$ cat config.mk
export PLATFORM = sky130hd
export DESIGN_NAME = pgseq_top
export DESIGN_NICKNAME = d
export VERILOG_FILES = /design/src/rtl/pgseq_pkg.sv /design/src/rtl/pgseq_regs.sv /design/src/rtl/pgseq_domain.sv /design/src/rtl/pgseq_top.sv
export SDC_FILE = /design/constraint.sdc
export NUM_CORES = 1
export LEC_CHECK = 0
export ABC_AREA = 0
export BUFFER_PORTS_ARGS = -buffer_cell sky130_fd_sc_hd__buf_2
export CAP_MARGIN = 20
export CORE_ASPECT_RATIO = 1.25
export CORE_MARGIN = 5
export CORE_UTILIZATION = 60
export DETAILED_ROUTE_END_ITERATION = 7
export MAX_ROUTING_LAYER = met4
export PLACE_DENSITY = 0.91
export SYNTH_ARGS = -nofsm -noshare
export SYNTH_HDL_FRONTEND = slang
export SYNTH_SLANG_ARGS = --single-unit
$ cat constraint.sdc
create_clock -name clk -period 5.8 [get_ports clk]
set_clock_uncertainty 0.15 [all_clocks]
set_input_delay 0.58 -clock clk [delete_from_list [all_inputs] [get_ports clk]]
set_output_delay 0.58 -clock clk [all_outputs]
set_load 0.1 [all_outputs]
$ cat src/rtl/pgseq_pkg.sv
package pgseq_pkg;

    localparam int DLY_W       = 6;
    localparam int FIELD2_LSB  = 8;
    localparam int LAST_ADDR   = 'h2ac;
    localparam int TOP_GRP     = 'h260;
    localparam int GRP_STRIDE  = 'h20;
    localparam int BITS_PER_DOM = 4;

    typedef struct packed {
        logic [DLY_W-1:0] late;
        logic [DLY_W-1:0] early;
    } delay_pair_t;

    typedef enum logic [2:0] {
        S_IDLE,
        S_UP_A,
        S_UP_B,
        S_DN_A,
        S_DN_B
    } seq_state_e;

    // Byte address of a domain's register group.
    function automatic int grp_base(input int d);
        return TOP_GRP - GRP_STRIDE * d;
    endfunction

    // Position of a domain's power-down request bit; up is +1, status +2.
    function automatic int dn_pos(input int d);
        return BITS_PER_DOM * d;
    endfunction

    function automatic logic [31:0] pair_to_word(input delay_pair_t p);
        logic [31:0] w;
        w = '0;
        w[DLY_W-1:0] = p.early;
        w[FIELD2_LSB +: DLY_W] = p.late;
        return w;
    endfunction

    function automatic delay_pair_t word_to_pair(input logic [31:0] w);
        delay_pair_t p;
        p.early = w[DLY_W-1:0];
        p.late  = w[FIELD2_LSB +: DLY_W];
        return p;
    endfunction

endpackage

$ cat src/rtl/pgseq_regs.sv
module pgseq_regs
    import pgseq_pkg::*;
#(
    parameter int NUM_DOM = 2,
    parameter int ADDR_W  = 12
) (
    input  logic              clk,
    input  logic              rst,
    input  logic              bus_wr,
    input  logic [ADDR_W-1:0] bus_addr,
    input  logic [31:0]       bus_wdata,
    output logic [31:0]       bus_rdata,
    input  logic [NUM_DOM-1:0] dom_busy,
    input  logic [NUM_DOM-1:0] dom_off,
    input  logic [NUM_DOM-1:0] clr_up,
    input  logic [NUM_DOM-1:0] clr_dn,
    output logic [NUM_DOM-1:0] req_up,
    output logic [NUM_DOM-1:0] req_dn,
    output logic [NUM_DOM-1:0] gate_en,
    output delay_pair_t       up_dly [NUM_DOM],
    output delay_pair_t       dn_dly [NUM_DOM]
);

    localparam logic [ADDR_W-1:0] LAST = ADDR_W'(LAST_ADDR);

    logic aligned;
    logic ctrl_wr;
    logic [31:0] ctrl_word;

    assign aligned = (bus_addr[1:0] == 2'b00);
    assign ctrl_wr = bus_wr && aligned && (bus_addr == '0);

    for (genvar d = 0; d < NUM_DOM; d++) begin : g_dom
        localparam int BASE = grp_base(d);
        localparam int DNB  = dn_pos(d);

        logic hit_gate, hit_up, hit_dn, set_ok;

        assign hit_gate = bus_wr && (bus_addr == ADDR_W'(BASE));
        assign hit_up   = bus_wr && (bus_addr == ADDR_W'(BASE + 4));
        assign hit_dn   = bus_wr && (bus_addr == ADDR_W'(BASE + 8));
        assign set_ok   = ctrl_wr && !dom_busy[d] && !req_up[d] && !req_dn[d];

        always_ff @(posedge clk) begin
            if (rst) begin
                gate_en[d] <= 1'b0;
                up_dly[d]  <= '0;
                dn_dly[d]  <= '0;
                req_up[d]  <= 1'b0;
                req_dn[d]  <= 1'b0;
            end else begin
                if (hit_gate) gate_en[d] <= bus_wdata[0];
                if (hit_up)   up_dly[d]  <= word_to_pair(bus_wdata);
                if (hit_dn)   dn_dly[d]  <= word_to_pair(bus_wdata);
                req_up[d] <= (req_up[d] | (set_ok & bus_wdata[DNB+1])) & ~clr_up[d];
                req_dn[d] <= (req_dn[d] | (set_ok & bus_wdata[DNB]))   & ~clr_dn[d];
            end
        end

        // a running sequence never carries both requests of its domain
        p_busy_single_req_r8: assert property (@(posedge clk) disable iff (rst)
            dom_busy[d] |-> !(req_up[d] && req_dn[d]));

        // while busy, the power-up bit changes only by its own completion
        p_busy_hold_up_r8: assert property (@(posedge clk) disable iff (rst)
            ($past(dom_busy[d]) && !$past(clr_up[d])) |-> (req_up[d] == $past(req_up[d])));
    end

    always_comb begin
        ctrl_word = '0;
        for (int d = 0; d < NUM_DOM; d++) begin
            ctrl_word[dn_pos(d)]     = req_dn[d];
            ctrl_word[dn_pos(d) + 1] = req_up[d];
            ctrl_word[dn_pos(d) + 2] = dom_off[d];
        end
    end

    always_comb begin
        bus_rdata = '0;
        if (aligned && (bus_addr <= LAST)) begin
            if (bus_addr == '0) bus_rdata = ctrl_word;
            for (int d = 0; d < NUM_DOM; d++) begin
                if (bus_addr == ADDR_W'(grp_base(d)))
                    bus_rdata = {31'b0, gate_en[d]};
                if (bus_addr == ADDR_W'(grp_base(d) + 4))
                    bus_rdata = pair_to_word(up_dly[d]);
                if (bus_addr == ADDR_W'(grp_base(d) + 8))
                    bus_rdata = pair_to_word(dn_dly[d]);
            end
        end
    end

endmodule

$ cat src/rtl/pgseq_domain.sv
module pgseq_domain
    import pgseq_pkg::*;
(
    input  logic        clk,
    input  logic        rst,
    input  logic        tick,
    input  logic        gate_en,
    input  logic        req_up,
    input  logic        req_dn,
    input  delay_pair_t up_dly,
    input  delay_pair_t dn_dly,
    output logic        switch_en,
    output logic        iso_en,
    output logic        busy,
    output logic        clr_up,
    output logic        clr_dn
);

    seq_state_e       state;
    logic [DLY_W-1:0] cnt;
    logic             cnt_zero;

    assign cnt_zero = (cnt == '0);
    assign busy     = (state != S_IDLE);

    // Completion clears the active request; power-up beats power-down;
    // a power-down without permission is dropped.
    assign clr_up = (state == S_UP_B) && cnt_zero;
    assign clr_dn = ((state == S_DN_B) && cnt_zero) ||
                    ((state == S_IDLE) && req_dn && (req_up || !gate_en));

    always_ff @(posedge clk) begin
        if (rst) begin
            state     <= S_IDLE;
            cnt       <= '0;
            switch_en <= 1'b1;
            iso_en    <= 1'b0;
        end else begin
            unique case (state)
                S_IDLE: begin
                    if (req_up) begin
                        state     <= S_UP_A;
                        cnt       <= up_dly.early;
                        switch_en <= 1'b1;
                    end else if (req_dn && gate_en) begin
                        state  <= S_DN_A;
                        cnt    <= dn_dly.early;
                        iso_en <= 1'b1;
                    end
                end
                S_UP_A: begin
                    if (cnt_zero) begin
                        state <= S_UP_B;
                        cnt   <= up_dly.late;
                    end else if (tick) begin
                        cnt <= cnt - 1'b1;
                    end
                end
                S_UP_B: begin
                    if (cnt_zero) begin
                        state  <= S_IDLE;
                        iso_en <= 1'b0;
                    end else if (tick) begin
                        cnt <= cnt - 1'b1;
                    end
                end
                S_DN_A: begin
                    if (cnt_zero) begin
                        state <= S_DN_B;
                        cnt   <= dn_dly.late;
                    end else if (tick) begin
                        cnt <= cnt - 1'b1;
                    end
                end
                S_DN_B: begin
                    if (cnt_zero) begin
                        state     <= S_IDLE;
                        switch_en <= 1'b0;
                    end else if (tick) begin
                        cnt <= cnt - 1'b1;
                    end
                end
                default: state <= S_IDLE;
            endcase
        end
    end

    p_iso_when_off_r10: assert property (@(posedge clk) disable iff (rst)
        !switch_en |-> iso_en);

    p_switch_on_isolated_r5: assert property (@(posedge clk) disable iff (rst)
        $rose(switch_en) |-> iso_en);

    p_release_powered_r5: assert property (@(posedge clk) disable iff (rst)
        $fell(iso_en) |-> switch_en);

    p_clr_up_pending_r8: assert property (@(posedge clk) disable iff (rst)
        clr_up |-> req_up);

    p_clr_dn_pending_r6: assert property (@(posedge clk) disable iff (rst)
        clr_dn |-> req_dn);

endmodule

$ cat src/rtl/pgseq_top.sv
module pgseq_top
    import pgseq_pkg::*;
#(
    parameter int NUM_DOM = 2,
    parameter int ADDR_W  = 12
) (
    input  logic               clk,
    input  logic               rst,
    input  logic               bus_wr,
    input  logic [ADDR_W-1:0]  bus_addr,
    input  logic [31:0]        bus_wdata,
    output logic [31:0]        bus_rdata,
    input  logic               periph_tick,
    output logic [NUM_DOM-1:0] dom_switch_en,
    output logic [NUM_DOM-1:0] dom_iso_en
);

    logic [NUM_DOM-1:0] busy, off, clr_up, clr_dn, req_up, req_dn, gate_en;
    delay_pair_t        up_dly [NUM_DOM];
    delay_pair_t        dn_dly [NUM_DOM];

    assign off = ~dom_switch_en;

    pgseq_regs #(
        .NUM_DOM (NUM_DOM),
        .ADDR_W  (ADDR_W)
    ) regs_i (
        .clk       (clk),
        .rst       (rst),
        .bus_wr    (bus_wr),
        .bus_addr  (bus_addr),
        .bus_wdata (bus_wdata),
        .bus_rdata (bus_rdata),
        .dom_busy  (busy),
        .dom_off   (off),
        .clr_up    (clr_up),
        .clr_dn    (clr_dn),
        .req_up    (req_up),
        .req_dn    (req_dn),
        .gate_en   (gate_en),
        .up_dly    (up_dly),
        .dn_dly    (dn_dly)
    );

    for (genvar d = 0; d < NUM_DOM; d++) begin : g_seq
        pgseq_domain seq_i (
            .clk       (clk),
            .rst       (rst),
            .tick      (periph_tick),
            .gate_en   (gate_en[d]),
            .req_up    (req_up[d]),
            .req_dn    (req_dn[d]),
            .up_dly    (up_dly[d]),
            .dn_dly    (dn_dly[d]),
            .switch_en (dom_switch_en[d]),
            .iso_en    (dom_iso_en[d]),
            .busy      (busy[d]),
            .clr_up    (clr_up[d]),
            .clr_dn    (clr_dn[d])
        );
    end

endmodule

Word-level counts from Yosys, hierarchy flattened
Cells that the tools add are included.

word-level totals
  bits in registers = 76
  input port bits = 48
  output and inout bits = 36

cells by class
  add/subtract/negate cells = 2
  order comparisons = 1
  eq/ne operators = 34
  multiplexer cells = 46
  bitwise operators = 17
  reductions and logical operators = 61

operators by type and width
  kind                  number
  $eq 12x10->1 const B  6
  $mux 6                12
  $mux 14               5
  $pmux 6 s4            2
  $mux 32               1
  $mux 3                10
  $logic_and 1x1->1     25
  $pmux 3 s4            2
  $ne 2x1->1 const B    10
  $ne 2x2->1 const B    8
  $reduce_and 4->1      4
  $mux 7                2
  $eq 3x2->1 const B    4
  $le 12x10->1 const B  1
  $logic_not 12->1      1
  $logic_not 6->1       2
  $reduce_and 3->1      4
  $sub 6x1->6 const B   2
  $and 1x1->1           8
  $logic_not 1->1       8
  $mux 1                8
  $pmux 1 s2            4
  $reduce_bool 2->1     4
  $reduce_bool 4->1     2
  11 further kinds      26

Longest topological paths before layout
Gate-level depths: netlist of run 1.

  depth after elaboration = 9
  mapped depth = 8
  depth with buffers taken out = 7

Cells and area by module
A second synthesis of run 1 with hierarchy kept.

second synthesis, totals
  cells, all modules = 618
  area, all modules = 4,971.0 µm²

by module, submodules not included
  module        times used  cells an instance  area each (µm²)
  pgseq_regs    1           330                2,881.5
  pgseq_domain  2           143                1,041.0
  pgseq_top     1           2                  7.5

Worst setup path before layout of run 1
Ideal clock, no wire load.

  path kind = input port to output port
  from = in bus_addr[1]
  to = out bus_rdata[0]
  arrival time = 3.600 ns
  required time = 5.070 ns
  setup slack = 1.470 ns
  cell stages on the path = 6
  cell sequence = nor2_1 and3_1 clkbuf_1 a32o_1 o21ai_0 a211oi_1

between the ends
  longest elaborated chain between the ends = 9

RTL lines
  element           RTL line          text
  start, declared   pgseq_top.sv:10   input logic [ADDR_W-1:0] bus_addr,
  $logic_not 12->1  pgseq_regs.sv:81  if (bus_addr == '0) bus_rdata = ctrl_word;
  $mux 7            pgseq_regs.sv:81
  $mux 7            pgseq_regs.sv:83  if (bus_addr == ADDR_W'(grp_base(d)))
  $mux 14           pgseq_regs.sv:85  if (bus_addr == ADDR_W'(grp_base(d) + 4))
  $mux 14           pgseq_regs.sv:87  if (bus_addr == ADDR_W'(grp_base(d) + 8))
  $mux 14           pgseq_regs.sv:83
  $mux 14           pgseq_regs.sv:85
  $mux 14           pgseq_regs.sv:87
  $mux 32 (*)       pgseq_regs.sv:80  if (aligned && (bus_addr <= LAST)) begin
  end, declared     pgseq_top.sv:12   output logic [31:0] bus_rdata,

Every way passes the cells marked *; elsewhere a longest branch is shown, timed or not.

Final worst setup path of run 1
  from = in bus_addr[11]
  to = out bus_rdata[4]

Same word-level chain as after synthesis.

==> impl_metrics.env, run 1 <==
export IMPL_status="finished clean"
export IMPL_syn_cell_area_mm2=0.00486
export IMPL_drt_iter0_drc=557
export IMPL_crit_path_max_incr_delay_ps=480
export IMPL_row_count=36
export IMPL_dieArea_mm2=0.0100
export IMPL_crit_fanout=10
export IMPL_cts_htree_levels=3
export IMPL_reg2reg_depth=5
export IMPL_cp_top_family="simple AND/OR/NAND/NOR gates"
export IMPL_r2r_start="g_seq[0].seq_i.state[1]"
export IMPL_rsz0062_at_grt="no"
export IMPL_dieWidth_um=90.5
export IMPL_cp_slowest_cell="nor4_1"
export IMPL_ys_seq_elements=76
export IMPL_tritoncts="yes"
export IMPL_drt_total_wl_um=14200
export IMPL_wl_per_cell_um=18.5
export IMPL_hold_end="g_seq[0].seq_i.iso_en"
export IMPL_drive_above_1_share=0.128
export IMPL_hold_path_class="flop to flop"
export IMPL_syn_avg_cell_area_um2=7.40
export IMPL_grt_pass1_vias=4524
export IMPL_fin_setup_tns_ps=0
export IMPL_end_kind="primary output"
export IMPL_worstHoldStart="g_seq[0].seq_i.iso_en"
export IMPL_fmax_mhz=274
export IMPL_synth_area_leaders="dfxtp_1, nand2_1, a21oi_1, buf_4, o21ai_0"
export IMPL_cap_violations=0
export IMPL_dp_hpwl_um=10100
export IMPL_arrival_ps=2920
export IMPL_gp_congestion=0.989
export IMPL_yosys_warnings=0
export IMPL_peakVddDrop_v=0.000152
export IMPL_floorplan_initialDensity=0.621
export IMPL_grt_pass1_wl_um=22600
export IMPL_synth_largest_area_cell="dfxtp_1"
export IMPL_clockRootBuffer="clkbuf_8"
export IMPL_n_antenna_cell=0
export IMPL_maxSlewViolCount=0
export IMPL_power_leakage_uw=0.00176
export IMPL_timing_critical_path_mode_cell="buf_2"
export IMPL_max_slew_margin=0.397
export IMPL_rrSetupSlack_ps=3220
export IMPL_start_kind="input port"
export IMPL_final_period_utilization=0.629
export IMPL_insertion_delay_ps=370
export IMPL_fin_hold_ws_ps=312
export IMPL_tightest_slew_ps=900
export IMPL_postRouteAntennaNets=0
export IMPL_powerDensity_mw_per_mm2=216
export IMPL_grt_max_degree=73
export IMPL_core_mm2=0.00784
export IMPL_post_route_min_period_ps=3650
export IMPL_cp_required_ps=5070
export IMPL_antenna_found_initial=0
export IMPL_ys_seq_area_frac=0.313
export IMPL_whs_path_depth=2
export IMPL_hold_viol_final=0
export IMPL_yosys_area_top_type_share=0.313
export IMPL_grt_usage=0.279
export IMPL_crit_type="input port to primary output"
export IMPL_r2r_end="g_seq[0].seq_i.cnt[0]"
export IMPL_synthArstFlopShare=0
export IMPL_crit_chain="buf_2 -> nor4_1 -> nand2b_1 -> nor3_2 -> nand2_1 -> o221a_2 -> buf_2"
export IMPL_clock_path_buffers=2
export IMPL_synth_edf_count=0
export IMPL_post_route_drc_count=0
export IMPL_clock_sinks=76
export IMPL_hold_buffers=0
export IMPL_clk_pin_slew_ps=80
export IMPL_dr_pass1_iters=5
export IMPL_io_pins=84
export IMPL_finalSetupViolCount=0
export IMPL_crit_buf_inv=2
export IMPL_portBuffers=44
export IMPL_viasPerCell=6.59
export IMPL_cts_resized=0
export IMPL_numCtsBuffers=9
export IMPL_syn2layout_area_growth_pct=5.56
export IMPL_vias=5038
export IMPL_synth_distinct_cells=81
export IMPL_post_cts_buffers=0
export IMPL_synth_main_ff_cell="dfxtp_1"
export IMPL_netlist_instances=657
export IMPL_gr_total_overflow=0
export IMPL_die_h_um=111
export IMPL_fin_nets=716
-- layout make-up --
class / instances / area (um2)
clock buffer: 11 / 141
multi-input combinational: 519 / 3000
inverter: 12 / 45.0
tap: 95 / 119
timing repair buffer: 47 / 243
clock inverter: 5 / 60.1
sequential: 76 / 1520
fill: 695 / 2700
-- per-layer routing --
layer  vias up  GRT usage  routed length [um]  share of wire
met3        50     0.0570                1310          0.092
li1       2347          -                   -              -
met5         -          -                   0              0
met1      2327      0.347                5710           0.40
met4         0      0.146                 726          0.051
met2       314      0.426                6420           0.45
-- layout by cell type, fill, tap and decap left out, types with 4 or more instances in the layout --
cell         n
inv_1       11
nand2b_1     7
o22ai_1      6
nand2_1    135
a2bb2oi_1    4
conb_1      19
and3_1       4
a22oi_1      8
nor4_1       7
nand4_1      4
xnor2_1      6
nand3_1     18
o211a_1      6
buf_2       44
a21oi_1     85
nor2b_1     13
o21ai_0     28
nor3_1      18
mux2i_1     13
nor2_1      30
dfxtp_1     76
a31oi_1      7
a211oi_1    13
clkbuf_8    10
nor3_2       6
o32ai_1      5
-- through the flow --
| stage | setup slack (ps) | total power (uW) | util | cells | cell area (um2) |
|---|---|---|---|---|---|
| floorplan | 1470 | 676 | - | 675 | 4930 |
| global placement | 2300 | 697 | 0.629 | 749 | 4930 |
| detailed placement | 2270 | 700 | 0.629 | 749 | 4930 |
| CTS | 2260 | 1110 | 0.655 | 765 | 5130 |
| global route | 2060 | 1150 | 0.655 | 765 | 5130 |
| finish | 2150 | 1110 | 0.655 | 765 | 5130 |
-- cell families (layout without fill, tap and decap cells) --
kind of cell / Yosys count / after routing / share of synthesized area
AO/OA/AOI/OAI: 200 / 200 / 0.267
XOR/XNOR: 9 / 9 / 0.0162
adder cells (fa/ha/maj): 3 / 3 / 0.00772
buffers and inverters: 80 / 75 / 0.0846
flip-flops: 76 / 76 / 0.313
multiplexers: 14 / 14 / 0.0291
other: 1 / 19 / 0.000771
AND/OR/NAND/NOR: 274 / 274 / 0.282
-- registers in the layout, indices dropped and copies added, names as in the netlist --
signal	cells
regs_i.up_dly	24
g_seq.seq_i.iso_en	2
regs_i.req_up	2
regs_i.gate_en	2
regs_i.req_dn	2
g_seq.seq_i.switch_en	2
g_seq.seq_i.state	6
g_seq.seq_i.cnt	12
regs_i.dn_dly	24
-- Yosys cell counts, drive strengths merged (5+ instances only) --
cell / instances
a211oi: 13
a21oi: 86
a22oi: 8
a31oi: 7
buf: 42
clkbuf: 26
dfxtp: 76
inv: 11
mux2i: 13
nand2: 135
nand2b: 7
nand3: 18
nor2: 31
nor2b: 13
nor3: 24
nor4: 8
o211a: 6
o21ai: 28
o22ai: 6
o32ai: 5
xnor2: 6
-- how the worst max path moves through the flow --
stage	from	endpoint	slack (ps)	cells past startpoint
after floorplan	bus_addr[1]	bus_rdata[0]	1470	6
after global placement	bus_addr[11]	bus_rdata[2]	2300	7
after detailed placement	bus_addr[11]	bus_rdata[4]	2270	7
after CTS	bus_addr[11]	bus_rdata[4]	2260	7
after global routing	bus_addr[11]	bus_rdata[2]	2060	7
final	bus_addr[11]	bus_rdata[4]	2150	7
-- tightest hold or removal path, delay by kind of cell (launching register included) --
family,cells,cell delay (ps)
buffers and inverters,1,40
AOI/OAI and AO/OA,1,70
DFF,1,310
-- power breakdown --
group	internal, uW	switching [uW]
Clock	212	207
Sequential	523	5.72
Combinational	36.5	126
Note: power is estimated with default switching activity, not from simulation.
==> inputs of run 2 (changes only) <==
Settings changed: CORE_UTILIZATION 60 to 51, PLACE_DENSITY 0.91 to 0.83.
Clock period 5.8 ns to 3.16 ns, I/O delays scaled along.
==> impl_metrics.env, run 2 (same netlist as run 1, synthesis figures left out) <==
export IMPL_status="finished clean"
export IMPL_reg2reg_depth=7
export IMPL_floorplan_initialDensity=0.527
export IMPL_final_period_utilization=0.889
export IMPL_fin_cells=803
export IMPL_row_count=39
export IMPL_fin_nets=726
export IMPL_end_kind="primary output"
export IMPL_portBuffers=44
export IMPL_cts_htree_levels=3
export IMPL_fin_ws_ps=350
export IMPL_dr_pass1_iters=7
export IMPL_powerDensity_mw_per_mm2=443
export IMPL_max_slew_margin=0.467
export IMPL_dieWidth_um=97.3
export IMPL_die_h_um=119
export IMPL_worstHoldStart="bus_wdata[13]"
export IMPL_hold_buffers=0
export IMPL_numCtsBuffers=9
export IMPL_fin_area_mm2=0.00539
export IMPL_n_antenna_cell=0
export IMPL_drt_iter0_drc=583
export IMPL_grt_pass1_wl_um=23700
export IMPL_critPathLaunch="bus_addr[11]"
export IMPL_gr_total_overflow=0
export IMPL_cts_resized=0
export IMPL_post_cts_buffers=0
export IMPL_final_cell_mix="nand2_1, a21oi_1, dfxtp_1"
export IMPL_clock_path_buffers=2
export IMPL_peakVddDrop_v=0.000311
export IMPL_fin_setup_tns_ps=0
export IMPL_rrSetupSlack_ps=600
export IMPL_crit_fanout=9
export IMPL_grt_max_degree=38
export IMPL_cp_endpoint="bus_rdata[4]"
export IMPL_antenna_found_initial=0
export IMPL_io_pins=84
export IMPL_r2r_start="g_seq[0].seq_i.cnt[0]"
export IMPL_tightest_slew_ps=795
export IMPL_arrival_ps=2340
export IMPL_tritoncts="yes"
export IMPL_power_uw=2380
export IMPL_dp_cells=787
export IMPL_hold_viol_final=0
export IMPL_insertion_delay_ps=340
export IMPL_dpl_worst_slack_ps=235
export IMPL_place_area_mm2=0.00506
export IMPL_reg_top3="regs_i.dn_dly x24, regs_i.up_dly x24, g_seq.seq_i.cnt x12"
export IMPL_final_common_cell="nand2_1"
export IMPL_clk_pin_slew_ps=60
export IMPL_dieArea_mm2=0.0116
export IMPL_grt_pass1_vias=4770
export IMPL_wl_per_cell_um=18.0
export IMPL_start_kind="input port"
export IMPL_r2r_end="g_seq[0].seq_i.cnt[0]"
export IMPL_dp_hpwl_um=10500
export IMPL_cp_required_ps=2690
export IMPL_clockRootBuffer="clkbuf_16"
export IMPL_postRouteAntennaNets=0
export IMPL_cap_violations=0
export IMPL_core_mm2=0.00922
export IMPL_drt_total_wl_um=14500
export IMPL_post_route_min_period_ps=2810
export IMPL_finalSetupViolCount=0
export IMPL_regArea_mm2=0.00152
export IMPL_hold_path_class="input port to flop"
export IMPL_nFillCells=804
export IMPL_maxSlewViolCount=0
export IMPL_syn2layout_area_growth_pct=10.8
export IMPL_post_route_drc_count=0
export IMPL_rsz0062_at_grt="no"
export IMPL_viasPerCell=6.31
export IMPL_grt_usage=0.254
export IMPL_multi_input_area_mm2=0.00302
export IMPL_drive_above_1_share=0.144
export IMPL_vias=5068
export IMPL_whs_path_depth=3
export IMPL_fmax_mhz=356
export IMPL_gp_congestion=0.986
export IMPL_clock_sinks=76
export IMPL_crit_type="input port to primary output"
export IMPL_power_leakage_uw=0.00187
[run 2: how the worst min path moves through the flow]
stage | slack [ps] | to
6_report | 110 | regs_i.up_dly[23]
5_1_grt | 130 | regs_i.dn_dly[8]
4_1_cts | 100 | regs_i.up_dly[23]
3_5_place_dp | 310 | g_seq[1].seq_i.iso_en
3_3_place_gp | 290 | g_seq[0].seq_i.iso_en
2_1_floorplan | 290 | g_seq[0].seq_i.iso_en
[run 2: where the power goes]
| group | total (uW) | internal [uW] | switching, uW | leakage (uW) |
|---|---|---|---|---|
| clock | 1110 | 692 | 417 | 0.000149 |
| sequential | 973 | 962 | 10.5 | 0.000612 |
| combinational | 302 | 70.1 | 232 | 0.00111 |
[run 2: critical path, stage by stage]
cell      delay (ps)
buf_2            110
nor4_2           380
nand2b_1         280
nor3_2           310
nand2_1          290
o221a_2          360
buf_2            290
[run 2: stage by stage]
step,hold WS [ps],utilization
4_1_cts,105,0.583
6_report,105,0.584
5_1_grt,128,0.584
2_1_floorplan,285,-
3_3_place_gp,294,0.549
3_5_place_dp,310,0.549
[run 2: layout make-up]
class	count	share of cell area
multi-input cells	519	0.560
inverters	12	0.00836
clock buffers	10	0.0425
clock inverters	6	0.0165
well taps	123	0.0286
repair buffers	57	0.0618
flip-flops and latches	76	0.282
[run 2: per-layer routing]
layer | GRT usage | vias up | wire length [um]
li1 | - | 2361 | -
met1 | 0.320 | 2344 | 5980
met2 | 0.383 | 301 | 6510
met3 | 0.0386 | 62 | 1160
met4 | 0.154 | 0 | 832
met5 | - | - | 0
==> inputs of run 3 (changes only) <==
Settings changed: CELL_PAD_IN_SITES_DETAIL_PLACEMENT set to 0, CELL_PAD_IN_SITES_GLOBAL_PLACEMENT set to 1, CORE_UTILIZATION 51 to 37.
==> impl_metrics.env, run 3 (same netlist as run 1, synthesis figures left out) <==
export IMPL_end_kind="primary output"
export IMPL_multi_input_area_mm2=0.00301
export IMPL_gr_total_overflow=0
export IMPL_nFillCells=1309
export IMPL_r2r_start="g_seq[0].seq_i.cnt[0]"
export IMPL_status="finished clean"
export IMPL_io_pins=84
export IMPL_wl_per_cell_um=17.9
export IMPL_postRouteAntennaNets=0
export IMPL_clk_pin_slew_ps=60
export IMPL_final_common_cell="nand2_1"
export IMPL_regArea_mm2=0.00152
export IMPL_arrival_ps=2530
export IMPL_drt_total_wl_um=15200
export IMPL_reg2reg_depth=7
export IMPL_post_cts_buffers=0
export IMPL_place_area_mm2=0.00516
export IMPL_fin_nets=730
export IMPL_final_cell_mix="nand2_1, a21oi_1, dfxtp_1"
export IMPL_final_period_utilization=0.949
export IMPL_cp_required_ps=2690
export IMPL_clock_sinks=76
export IMPL_whs_path_depth=3
export IMPL_n_antenna_cell=0
export IMPL_clock_path_buffers=2
export IMPL_syn2layout_area_growth_pct=12.9
export IMPL_fin_setup_tns_ps=0
export IMPL_finalSetupViolCount=0
export IMPL_rrSetupSlack_ps=570
export IMPL_cap_violations=0
export IMPL_antenna_found_initial=0
export IMPL_fmax_mhz=333
export IMPL_row_count=46
export IMPL_powerDensity_mw_per_mm2=439
export IMPL_peakVddDrop_v=0.000249
export IMPL_post_route_drc_count=0
export IMPL_numCtsBuffers=9
export IMPL_portBuffers=44
export IMPL_post_route_min_period_ps=3000
export IMPL_drive_above_1_share=0.148
export IMPL_max_slew_margin=0.441
export IMPL_drt_iter0_drc=354
export IMPL_start_kind="input port"
export IMPL_grt_pass1_wl_um=24400
export IMPL_dp_hpwl_um=11200
export IMPL_insertion_delay_ps=340
export IMPL_maxSlewViolCount=0
export IMPL_tritoncts="yes"
export IMPL_hold_buffers=0
export IMPL_reg_top3="regs_i.dn_dly x24, regs_i.up_dly x24, g_seq.seq_i.cnt x12"
export IMPL_worstHoldStart="bus_wdata[13]"
export IMPL_hold_viol_final=0
export IMPL_rsz0062_at_grt="no"
export IMPL_dr_pass1_iters=5
export IMPL_grt_pass1_vias=4733
export IMPL_r2r_end="g_seq[0].seq_i.cnt[0]"
export IMPL_viasPerCell=5.86
export IMPL_crit_type="input port to primary output"
export IMPL_cts_resized=0
export IMPL_clockRootBuffer="clkbuf_16"
export IMPL_gp_congestion=0.929
export IMPL_crit_fanout=9
export IMPL_fin_util=0.430
export IMPL_vias=4990
export IMPL_power_leakage_uw=0.00189
export IMPL_grt_usage=0.196
export IMPL_core_mm2=0.0128
export IMPL_hold_end="regs_i.dn_dly[23]"
export IMPL_dieArea_mm2=0.0156
export IMPL_cts_htree_levels=3
export IMPL_tightest_slew_ps=837
export IMPL_hold_path_class="input port to flop"
export IMPL_grt_max_degree=38
export IMPL_floorplan_initialDensity=0.381
export IMPL_fin_area_mm2=0.00549
export IMPL_dieWidth_um=113
export IMPL_die_h_um=138
-- run 3: metal layers --
layer	vias to the layer above	track usage	wire, um
met5	-	-	0
met4	0	0.0987	660
met3	42	0.0253	880
met2	214	0.301	7080
met1	2363	0.251	6610
li1	2371	-	-
-- run 3: critical path, stage by stage --
cell and delay (ps):
buf_2 100, nor4_1 490, nand2b_1 310, nor3_2 340
nand2_1 310, o221a_2 360, buf_2 290
-- run 3: layout make-up --
| type | instances | area share |
|---|---|---|
| Tap cell | 168 | 0.0383 |
| Inverter | 12 | 0.00820 |
| Multi-Input combinational cell | 519 | 0.548 |
| Clock buffer | 11 | 0.0442 |
| Sequential cell | 76 | 0.277 |
| Timing Repair Buffer | 61 | 0.0688 |
| Clock inverter | 5 | 0.0153 |
-- run 3: through the flow --
step,hold slack (ps),std cells,power (uW),setup WS [ps]
finish,115,852,2410,161
global route,113,852,2480,40.1
CTS,107,852,2420,237
detailed placement,306,836,1290,261
global placement,299,836,1290,301
floorplan,285,675,1240,246
-- run 3: worst max-delay path by stage --
stage / from / endpoint / cells past startpoint
after CTS: bus_addr[11] / bus_rdata[4] / 7
after global routing: bus_addr[11] / bus_rdata[4] / 7
after global placement: bus_addr[11] / bus_rdata[2] / 7
final: bus_addr[11] / bus_rdata[2] / 7
after detailed placement: bus_addr[11] / bus_rdata[4] / 7
after floorplan: bus_addr[1] / bus_rdata[0] / 6
-- run 3: power by group --
part | switching (uW) | total, uW | leakage [uW] | internal [uW]
registers | 10.5 | 972 | 0.000612 | 962
logic | 232 | 303 | 0.00113 | 70.2
clock network | 421 | 1140 | 0.000152 | 717
total | 663 | 2410 | 0.00189 | 1750
